**src/rtl/mcu_pkg.sv**
```systemverilog
package mcu_pkg;

    localparam int INSTR_W   = 12;
    localparam int DATA_W    = 8;
    localparam int FADDR_W   = 5;
    localparam int JUMP_W    = 9;

    localparam logic [FADDR_W-1:0] ADDR_STATUS = 5'h03;
    localparam logic [FADDR_W-1:0] ADDR_PORT   = 5'h06;
    localparam int ZERO_BIT  = 2;
    localparam int BANK_LSB  = 5;

    localparam logic [INSTR_W-1:0] WORD_NOP = '0;

    typedef enum logic [1:0] {
        PH_DECODE,
        PH_READ,
        PH_EXEC,
        PH_WRITE
    } phase_e;

    typedef enum logic [3:0] {
        ALU_PASS_W,
        ALU_ZERO,
        ALU_SUB,
        ALU_DEC,
        ALU_OR,
        ALU_AND,
        ALU_XOR,
        ALU_ADD,
        ALU_PASS_B,
        ALU_NOT,
        ALU_INC,
        ALU_BCLR,
        ALU_BSET,
        ALU_NONE
    } alu_e;

    typedef enum logic [1:0] {
        SK_NONE,
        SK_ZERO,
        SK_BIT_CLR,
        SK_BIT_SET
    } skip_e;

    typedef enum logic [1:0] {
        FL_SEQ,
        FL_GOTO,
        FL_CALL,
        FL_RET
    } flow_e;

    typedef struct packed {
        alu_e                alu;
        logic                use_lit;
        logic                wr_w;
        logic                wr_f;
        logic                upd_z;
        skip_e               skip;
        flow_e               flow;
        logic [2:0]          bitsel;
        logic [FADDR_W-1:0]  faddr;
        logic [DATA_W-1:0]   lit;
        logic [JUMP_W-1:0]   target;
    } ctrl_t;

endpackage

```
**src/rtl/mcu_decode.sv**
```systemverilog
module mcu_decode
    import mcu_pkg::*;
(
    input  logic [INSTR_W-1:0] ir,
    output ctrl_t              ctrl
);

    logic dflag;
    assign dflag = ir[5];

    always_comb begin
        ctrl         = '0;
        ctrl.alu     = ALU_NONE;
        ctrl.skip    = SK_NONE;
        ctrl.flow    = FL_SEQ;
        ctrl.bitsel  = ir[7:5];
        ctrl.faddr   = ir[4:0];
        ctrl.lit     = ir[7:0];
        ctrl.target  = ir[8:0];
        unique case (ir[11:10])
            2'b00: begin
                ctrl.wr_w  = !dflag;
                ctrl.wr_f  = dflag;
                ctrl.upd_z = 1'b1;
                unique case (ir[9:6])
                    4'h0: begin
                        ctrl.alu   = ALU_PASS_W;
                        ctrl.wr_w  = 1'b0;
                        ctrl.upd_z = 1'b0;
                    end
                    4'h1: ctrl.alu = ALU_ZERO;
                    4'h2: ctrl.alu = ALU_SUB;
                    4'h3: ctrl.alu = ALU_DEC;
                    4'h4: ctrl.alu = ALU_OR;
                    4'h5: ctrl.alu = ALU_AND;
                    4'h6: ctrl.alu = ALU_XOR;
                    4'h7: ctrl.alu = ALU_ADD;
                    4'h8: ctrl.alu = ALU_PASS_B;
                    4'h9: ctrl.alu = ALU_NOT;
                    4'hA: ctrl.alu = ALU_INC;
                    4'hB: begin
                        ctrl.alu   = ALU_DEC;
                        ctrl.skip  = SK_ZERO;
                        ctrl.upd_z = 1'b0;
                    end
                    4'hC: begin
                        ctrl.alu   = ALU_INC;
                        ctrl.skip  = SK_ZERO;
                        ctrl.upd_z = 1'b0;
                    end
                    default: begin
                        ctrl.wr_w  = 1'b0;
                        ctrl.wr_f  = 1'b0;
                        ctrl.upd_z = 1'b0;
                    end
                endcase
            end
            2'b01: begin
                unique case (ir[9:8])
                    2'b00: begin ctrl.alu = ALU_BCLR; ctrl.wr_f = 1'b1; end
                    2'b01: begin ctrl.alu = ALU_BSET; ctrl.wr_f = 1'b1; end
                    2'b10: ctrl.skip = SK_BIT_CLR;
                    2'b11: ctrl.skip = SK_BIT_SET;
                endcase
            end
            default: begin
                ctrl.use_lit = 1'b1;
                unique case (ir[11:8])
                    4'h8: begin
                        ctrl.alu  = ALU_PASS_B;
                        ctrl.wr_w = 1'b1;
                        ctrl.flow = FL_RET;
                    end
                    4'h9: begin
                        ctrl.flow   = FL_CALL;
                        ctrl.target = {1'b0, ir[7:0]};
                    end
                    4'hA, 4'hB: ctrl.flow = FL_GOTO;
                    4'hC: begin ctrl.alu = ALU_PASS_B; ctrl.wr_w = 1'b1; end
                    4'hD: begin ctrl.alu = ALU_OR;  ctrl.wr_w = 1'b1; ctrl.upd_z = 1'b1; end
                    4'hE: begin ctrl.alu = ALU_AND; ctrl.wr_w = 1'b1; ctrl.upd_z = 1'b1; end
                    default: begin ctrl.alu = ALU_XOR; ctrl.wr_w = 1'b1; ctrl.upd_z = 1'b1; end
                endcase
            end
        endcase
    end

endmodule

```
**src/rtl/mcu_regfile.sv**
```systemverilog
module mcu_regfile
    import mcu_pkg::*;
#(
    parameter int BANK_SEL_W = 1
) (
    input  logic               clk,
    input  logic               rst_n,
    input  logic [FADDR_W-1:0] raddr,
    output logic [DATA_W-1:0]  rdata,
    input  logic               we,
    input  logic [FADDR_W-1:0] waddr,
    input  logic [DATA_W-1:0]  wdata,
    input  logic               z_we,
    input  logic               z_in,
    output logic [DATA_W-1:0]  port_out
);

    localparam int BANKS     = 1 << BANK_SEL_W;
    localparam int HALF      = 1 << (FADDR_W - 1);
    localparam int BIDX_W    = BANK_SEL_W + FADDR_W - 1;

    logic [DATA_W-1:0] shared_q [HALF];
    logic [DATA_W-1:0] banked_q [BANKS*HALF];
    logic [DATA_W-1:0] status_q;
    logic [DATA_W-1:0] port_q;
    logic [BANK_SEL_W-1:0] bank;
    logic [BIDX_W-1:0] ridx, widx;

    assign bank     = status_q[BANK_LSB +: BANK_SEL_W];
    assign ridx     = {bank, raddr[FADDR_W-2:0]};
    assign widx     = {bank, waddr[FADDR_W-2:0]};
    assign port_out = port_q;

    always_comb begin
        if (raddr == ADDR_STATUS)        rdata = status_q;
        else if (raddr == ADDR_PORT)     rdata = port_q;
        else if (!raddr[FADDR_W-1])      rdata = shared_q[raddr[FADDR_W-2:0]];
        else                             rdata = banked_q[ridx];
    end

    always_ff @(posedge clk or negedge rst_n) begin
        if (!rst_n) begin
            status_q <= '0;
            port_q   <= '0;
            for (int i = 0; i < HALF; i++)       shared_q[i] <= '0;
            for (int i = 0; i < BANKS*HALF; i++) banked_q[i] <= '0;
        end else begin
            if (we) begin
                if (waddr == ADDR_STATUS)        status_q <= wdata;
                else if (waddr == ADDR_PORT)     port_q <= wdata;
                else if (!waddr[FADDR_W-1])      shared_q[waddr[FADDR_W-2:0]] <= wdata;
                else                             banked_q[widx] <= wdata;
            end
            if (z_we) status_q[ZERO_BIT] <= z_in;
        end
    end

    // port register only moves on a write to its address
    p_port_hold_r13: assert property (@(posedge clk) disable iff (!rst_n)
        !(we && waddr == ADDR_PORT) |=> $stable(port_out));

    // zero-flag strobe lands in status bit 2
    p_zero_flag_r8: assert property (@(posedge clk) disable iff (!rst_n)
        z_we |=> (status_q[ZERO_BIT] == $past(z_in)));

endmodule

```
**src/rtl/mcu_retstack.sv**
```systemverilog
module mcu_retstack #(
    parameter int AW    = 9,
    parameter int DEPTH = 2
) (
    input  logic          clk,
    input  logic          rst_n,
    input  logic          push,
    input  logic          pop,
    input  logic [AW-1:0] push_val,
    output logic [AW-1:0] top
);

    logic [AW-1:0] ent_q [DEPTH];

    assign top = ent_q[0];

    always_ff @(posedge clk or negedge rst_n) begin
        if (!rst_n) begin
            for (int i = 0; i < DEPTH; i++) ent_q[i] <= '0;
        end else if (push) begin
            ent_q[0] <= push_val;
            for (int i = 1; i < DEPTH; i++) ent_q[i] <= ent_q[i-1];
        end else if (pop) begin
            for (int i = 0; i < DEPTH-1; i++) ent_q[i] <= ent_q[i+1];
        end
    end

    // the core never requests both operations at once
    p_no_push_pop_r11: assert property (@(posedge clk) disable iff (!rst_n)
        !(push && pop));

    // a push shifts toward the bottom, dropping the oldest entry
    p_push_shift_r11: assert property (@(posedge clk) disable iff (!rst_n)
        push |=> (ent_q[DEPTH-1] == $past(ent_q[DEPTH-2])));

    // a pop leaves the bottom entry in place so it can be returned again
    p_pop_keep_r11: assert property (@(posedge clk) disable iff (!rst_n)
        pop |=> $stable(ent_q[DEPTH-1]));

endmodule

```
**src/rtl/mcu_core.sv**
```systemverilog
module mcu_core
    import mcu_pkg::*;
#(
    parameter int PC_W        = 9,
    parameter int STACK_DEPTH = 2,
    parameter int BANK_SEL_W  = 1
) (
    input  logic                clk,
    input  logic                rst_n,
    output logic [PC_W-1:0]     rom_addr,
    input  logic [INSTR_W-1:0]  rom_data,
    output logic [DATA_W-1:0]   port_out
);

    phase_e             phase_q, phase_d;
    logic [PC_W-1:0]    pc_q, pc_d;
    logic [INSTR_W-1:0] ir_q;
    logic [DATA_W-1:0]  w_q;
    ctrl_t              ctrl_d, ctrl_q;
    logic [DATA_W-1:0]  opnd_q, res_q, alu_y, rf_rdata;
    logic               skip_q, skip_d;
    logic               latch_ctrl, latch_opnd, latch_res, commit;
    logic               redirect, stk_push, stk_pop;
    logic [PC_W-1:0]    stk_top;

    assign rom_addr = pc_q;

    mcu_decode u_decode (
        .ir   (ir_q),
        .ctrl (ctrl_d)
    );

    mcu_regfile #(.BANK_SEL_W(BANK_SEL_W)) u_regfile (
        .clk      (clk),
        .rst_n    (rst_n),
        .raddr    (ctrl_q.faddr),
        .rdata    (rf_rdata),
        .we       (commit && ctrl_q.wr_f),
        .waddr    (ctrl_q.faddr),
        .wdata    (res_q),
        .z_we     (commit && ctrl_q.upd_z),
        .z_in     (res_q == '0),
        .port_out (port_out)
    );

    mcu_retstack #(.AW(PC_W), .DEPTH(STACK_DEPTH)) u_stack (
        .clk      (clk),
        .rst_n    (rst_n),
        .push     (stk_push),
        .pop      (stk_pop),
        .push_val (pc_q),
        .top      (stk_top)
    );

    // Phase state register
    always_ff @(posedge clk or negedge rst_n) begin
        if (!rst_n) phase_q <= PH_DECODE;
        else        phase_q <= phase_d;
    end

    always_comb begin
        unique case (phase_q)
            PH_DECODE: phase_d = PH_READ;
            PH_READ:   phase_d = PH_EXEC;
            PH_EXEC:   phase_d = PH_WRITE;
            PH_WRITE:  phase_d = PH_DECODE;
        endcase
    end

    // Phase strobes
    always_comb begin
        latch_ctrl = 1'b0;
        latch_opnd = 1'b0;
        latch_res  = 1'b0;
        commit     = 1'b0;
        unique case (phase_q)
            PH_DECODE: latch_ctrl = 1'b1;
            PH_READ:   latch_opnd = 1'b1;
            PH_EXEC:   latch_res  = 1'b1;
            PH_WRITE:  commit     = 1'b1;
        endcase
    end

    // ALU
    always_comb begin
        logic [DATA_W-1:0] mask;
        mask = DATA_W'(1) << ctrl_q.bitsel;
        unique case (ctrl_q.alu)
            ALU_PASS_W: alu_y = w_q;
            ALU_ZERO:   alu_y = '0;
            ALU_SUB:    alu_y = opnd_q - w_q;
            ALU_DEC:    alu_y = opnd_q - 1'b1;
            ALU_OR:     alu_y = opnd_q | w_q;
            ALU_AND:    alu_y = opnd_q & w_q;
            ALU_XOR:    alu_y = opnd_q ^ w_q;
            ALU_ADD:    alu_y = opnd_q + w_q;
            ALU_PASS_B: alu_y = opnd_q;
            ALU_NOT:    alu_y = ~opnd_q;
            ALU_INC:    alu_y = opnd_q + 1'b1;
            ALU_BCLR:   alu_y = opnd_q & ~mask;
            ALU_BSET:   alu_y = opnd_q | mask;
            default:    alu_y = opnd_q;
        endcase
        unique case (ctrl_q.skip)
            SK_NONE:    skip_d = 1'b0;
            SK_ZERO:    skip_d = (alu_y == '0);
            SK_BIT_CLR: skip_d = !opnd_q[ctrl_q.bitsel];
            SK_BIT_SET: skip_d = opnd_q[ctrl_q.bitsel];
        endcase
    end

    assign redirect = (ctrl_q.flow != FL_SEQ);
    assign stk_push = commit && (ctrl_q.flow == FL_CALL);
    assign stk_pop  = commit && (ctrl_q.flow == FL_RET);

    always_comb begin
        unique case (ctrl_q.flow)
            FL_GOTO, FL_CALL: pc_d = PC_W'(ctrl_q.target);
            FL_RET:           pc_d = stk_top;
            FL_SEQ:           pc_d = pc_q + 1'b1;
        endcase
    end

    // Datapath registers
    always_ff @(posedge clk or negedge rst_n) begin
        if (!rst_n) begin
            pc_q   <= '1;
            ir_q   <= WORD_NOP;
            w_q    <= '0;
            ctrl_q <= '0;
            opnd_q <= '0;
            res_q  <= '0;
            skip_q <= 1'b0;
        end else begin
            if (latch_ctrl) ctrl_q <= ctrl_d;
            if (latch_opnd) opnd_q <= ctrl_q.use_lit ? ctrl_q.lit : rf_rdata;
            if (latch_res) begin
                res_q  <= alu_y;
                skip_q <= skip_d;
            end
            if (commit) begin
                if (ctrl_q.wr_w) w_q <= res_q;
                pc_q <= pc_d;
                ir_q <= (redirect || skip_q) ? WORD_NOP : rom_data;
            end
        end
    end

    // phases advance in a fixed ring
    p_phase_ring_r9: assert property (@(posedge clk) disable iff (!rst_n)
        (phase_q == PH_WRITE) |=> (phase_q == PH_DECODE));

    // the fetch address only moves at the end of an instruction cycle
    p_pc_stable_r9: assert property (@(posedge clk) disable iff (!rst_n)
        (phase_q != PH_WRITE) |=> $stable(pc_q));

    // W only changes in the commit phase
    p_w_hold_r2: assert property (@(posedge clk) disable iff (!rst_n)
        (phase_q != PH_WRITE) |=> $stable(w_q));

    // a return resumes at the address the stack offered
    p_ret_target_r12: assert property (@(posedge clk) disable iff (!rst_n)
        stk_pop |=> (pc_q == $past(stk_top)));

    // a call pushes exactly once per instruction cycle
    p_call_once_r10: assert property (@(posedge clk) disable iff (!rst_n)
        stk_push |=> !stk_push);

endmodule

```
**config.mk**
```make
export PLATFORM = sky130hd
export DESIGN_NAME = mcu_core
export DESIGN_NICKNAME = d
export VERILOG_FILES = /design/src/rtl/mcu_pkg.sv /design/src/rtl/mcu_decode.sv /design/src/rtl/mcu_regfile.sv /design/src/rtl/mcu_retstack.sv /design/src/rtl/mcu_core.sv
export SDC_FILE = /design/constraint.sdc
export NUM_CORES = 1
export LEC_CHECK = 0
export BUFFER_PORTS_ARGS = -buffer_cell sky130_fd_sc_hd__buf_2
export CAP_MARGIN = 10
export CORE_ASPECT_RATIO = 1.2
export CORE_MARGIN = 2
export CORE_UTILIZATION = 40
export CTS_CLUSTER_SIZE = 12
export DETAILED_ROUTE_END_ITERATION = 12
export GPL_TIMING_DRIVEN = 1
export PLACE_DENSITY_LB_ADDON = 0.12
export SLEW_MARGIN = 20
export SYNTH_ARGS = -nofsm -noshare
export SYNTH_HDL_FRONTEND = slang
export SYNTH_SLANG_ARGS = --single-unit
export TNS_END_PERCENT = 50
```
**constraint.sdc**
```tcl
create_clock -name clk -period 4.3 [get_ports clk]
set_input_delay 0.215 -clock clk [delete_from_list [all_inputs] [get_ports clk]]
set_output_delay 0.215 -clock clk [all_outputs]
set_load 0.05 [all_outputs]
```
==> impl_metrics.env <==
export IMPL_dieArea_um2=60830
export IMPL_vias_per_cell=5.780
export IMPL_fin_tns_setup_ns=0
export IMPL_period_needed_ns=3.394
export IMPL_relSlewSlack=0.2691
export IMPL_synth_top_cell_by_area="dfrtp_1"
export IMPL_utilization=0.4498
export IMPL_grt_remaining_overflow=0
export IMPL_syn_area_um2=23550
export IMPL_cp_arrival_ns=3.92
export IMPL_critPathMaxStageDelay_ns=0.62
export IMPL_die_h_um=269.8
export IMPL_p_per_area_nw_per_um2=603.0
export IMPL_htree_levels=2
export IMPL_synth_seq_cells=487
export IMPL_gp_congestion=0.8592
export IMPL_finalSetupViolCount=0
export IMPL_cp_slowest_cell="a2111oi_0"
export IMPL_netlist_instances=1758
export IMPL_grt_max_degree=100
export IMPL_drc=0
export IMPL_drt_iter0_drc=975
export IMPL_drt_total_wl_um=60850
export IMPL_synth_edff_count=0
export IMPL_post_cts_resized=0
export IMPL_grt_usage=0.2044
export IMPL_tritoncts="done"
export IMPL_io_pins=31
export IMPL_cts_made_buffers=53
export IMPL_post_cts_buffers=0
export IMPL_multiInputGateArea_um2=10630
export IMPL_slew_viol_final=0
export IMPL_antenna_found_initial=0
export IMPL_finalCritPeriodShare=0.7892
export IMPL_grt_pass1_wl_um=95810
export IMPL_synth_top_area_share=0.5080
export IMPL_path_buf_inv=1
export IMPL_status="complete, no violations"
export IMPL_start_util=0.4042
export IMPL_ir_drop_mv=0.3548
export IMPL_core_um2=58260
export IMPL_synthArstFlopShare=1.000
export IMPL_clkSlewWorstSetupHoldPaths_ns=0.06
export IMPL_dr_pass1_iters=5
export IMPL_antenna_left=0
export IMPL_fillerInstances=5312
export IMPL_crit_required_ns=4.82
export IMPL_cts_buffer_depth=3
export IMPL_cp_start_kind="flop"
export IMPL_drive_gt1_frac=0.4001
export IMPL_hold_buffers=13
export IMPL_synth_area_per_cell_um2=13.39
export IMPL_die_x_um=225.5
export IMPL_fin_skew_ns=0.02863
export IMPL_layout_common_cells="dfrtp_1 (466), mux2_2 (420), nand2_1 (117)"
export IMPL_antenna_cells=0
export IMPL_r2r_start="ctrl_q[33]"
export IMPL_yosysWarnings=0
export IMPL_maxCapViolCount=0
export IMPL_timing_fmax_mhz=294.7
export IMPL_dp_hpwl_um=39130
export IMPL_tightest_slew_ns=1.092
export IMPL_hold_path_class="in2async"
export IMPL_nets=1774
export IMPL_seq_area_um2=12220
export IMPL_p_leak_nw=12.07
export IMPL_crit_chain="buf_4, or3b_2, o21ai_0, a22oi_1, ha_1, a21oi_1, xnor2_1, a2111oi_0, nand2_1, nor4_1, a21o_1"
export IMPL_port_buffer_count=30
export IMPL_synth_flop_cell="dfrtp_1"
export IMPL_ys_seq_area_frac=0.5181
export IMPL_yosysUniqueCellTypes=64
export IMPL_critPathCaptureType="flop"
export IMPL_clock_sinks=487
export IMPL_num_rows=97
export IMPL_area_delta_synth_final_pct=11.29
export IMPL_crit_start="ctrl_q[33]"
export IMPL_hold_viol=0
export IMPL_cts_root_buffer="clkbuf_16"
export IMPL_crit_fanout=13
export IMPL_worstSkewPairLatency_ns=0.60
export IMPL_crit_type="reg2reg"
export IMPL_syn_nets=1790
export IMPL_path_delay_family="compound AO/OA/AOI/OAI gates"
export IMPL_vias=14588
export IMPL_synth_area_top_cells="dfrtp_1 (51%), mux2_2 (20%), mux4_2 (11%)"
export IMPL_grt_pass1_vias=15457
export IMPL_layout_commonest_cell="dfrtp_1"
export IMPL_rsz0062_at_grt="false"
export IMPL_wl_per_cell_um=24.11
[sequential cells by signal, summed over array words and instances (netlist names)]
name,cells
u_stack.top,9
phase_q,2
res_q,8
rom_addr,9
skip_q,1
ir_q,12
u_regfile.status_q,8
ctrl_q,21
u_regfile.shared_q,128
w_q,8
opnd_q,8
u_regfile.port_out,8
u_regfile.banked_q,256
u_stack.ent_q,9
[stage by stage]
| stage | std cells | instance area [um2] | worst slack (ns) | hold WS (ns) | power (mW) |
|---|---|---|---|---|---|
| final | 2524 | 26200 | 0.9063 | 0.2432 | 15.80 |
| after global routing | 2524 | 26200 | 0.5769 | 0.3011 | 16.71 |
| after CTS | 2524 | 26200 | 0.9166 | 0.2604 | 15.95 |
| after detailed placement | 2416 | 24360 | 0.9892 | 0.3037 | 11.41 |
| after global placement | 2416 | 24360 | 0.9927 | 0.3031 | 11.37 |
| after floorplan | 1758 | 23550 | 1.225 | -0.08059 | 9.731 |
[where the power goes]
group          switching [mW]  internal (mW)  leakage (nW)
sequential               1.66           5.33          6.62
combinational            2.30           2.04          4.62
clock                    1.87           2.61         0.830
total                    5.82           9.98          12.1
[final timing paths]
check / to / depth (start not counted) / slack, ns
setup / recovery: skip_q / 11 / 0.91
min in group clk: ir_q[10] / 4 / 0.35
hold / removal: u_regfile.banked_q[90] / 2 / 0.24
max in group asynchronous: ctrl_q[18] / 3 / 2.95
hold reg to reg: u_regfile.shared_q[76] / 0 / 0.37
setup reg to reg: skip_q / 11 / 0.91
[synthesized netlist by cell type, types with 18 or more instances]
cell,instances
a21oi_1,40
a22oi_1,18
buf_2,20
clkbuf_1,103
dfrtp_1,478
inv_1,35
mux2_2,420
mux4_2,115
nand2_1,117
nand3_1,19
nor2_1,56
o21ai_0,68
o22ai_1,20
[cell families (layout without fill, tap and decap cells)]
kind of cell | after synthesis | in the layout | share of synthesized area
adder cells (fa/ha/maj) | 18 | 18 | 0.009884
XOR/XNOR | 18 | 18 | 0.006696
flip-flops | 487 | 487 | 0.5181
AO/OA/AOI/OAI | 222 | 222 | 0.06010
multiplexers | 551 | 551 | 0.3177
buffers and inverters | 180 | 204 | 0.03072
AND/OR/NAND/NOR | 282 | 282 | 0.05686
[metal layers]
metal | track usage | vias up | part of all wire
met1 | 0.2747 | 7796 | 0.44
met4 | 0.05368 | 0 | 0.024
li1 | - | 6460 | -
met3 | 0.02459 | 94 | 0.025
met5 | 0 | - | 0
met2 | 0.3505 | 238 | 0.51
[final cells by class]
type,count,share of cell area
clock inverters,14,0.005539
flip-flops and latches,487,0.4665
multi-input cells,1091,0.4058
well taps,742,0.03543
repair buffers,73,0.02206
inverters,36,0.005157
clock buffers,81,0.05959
(Power assumes the default switching activity.)
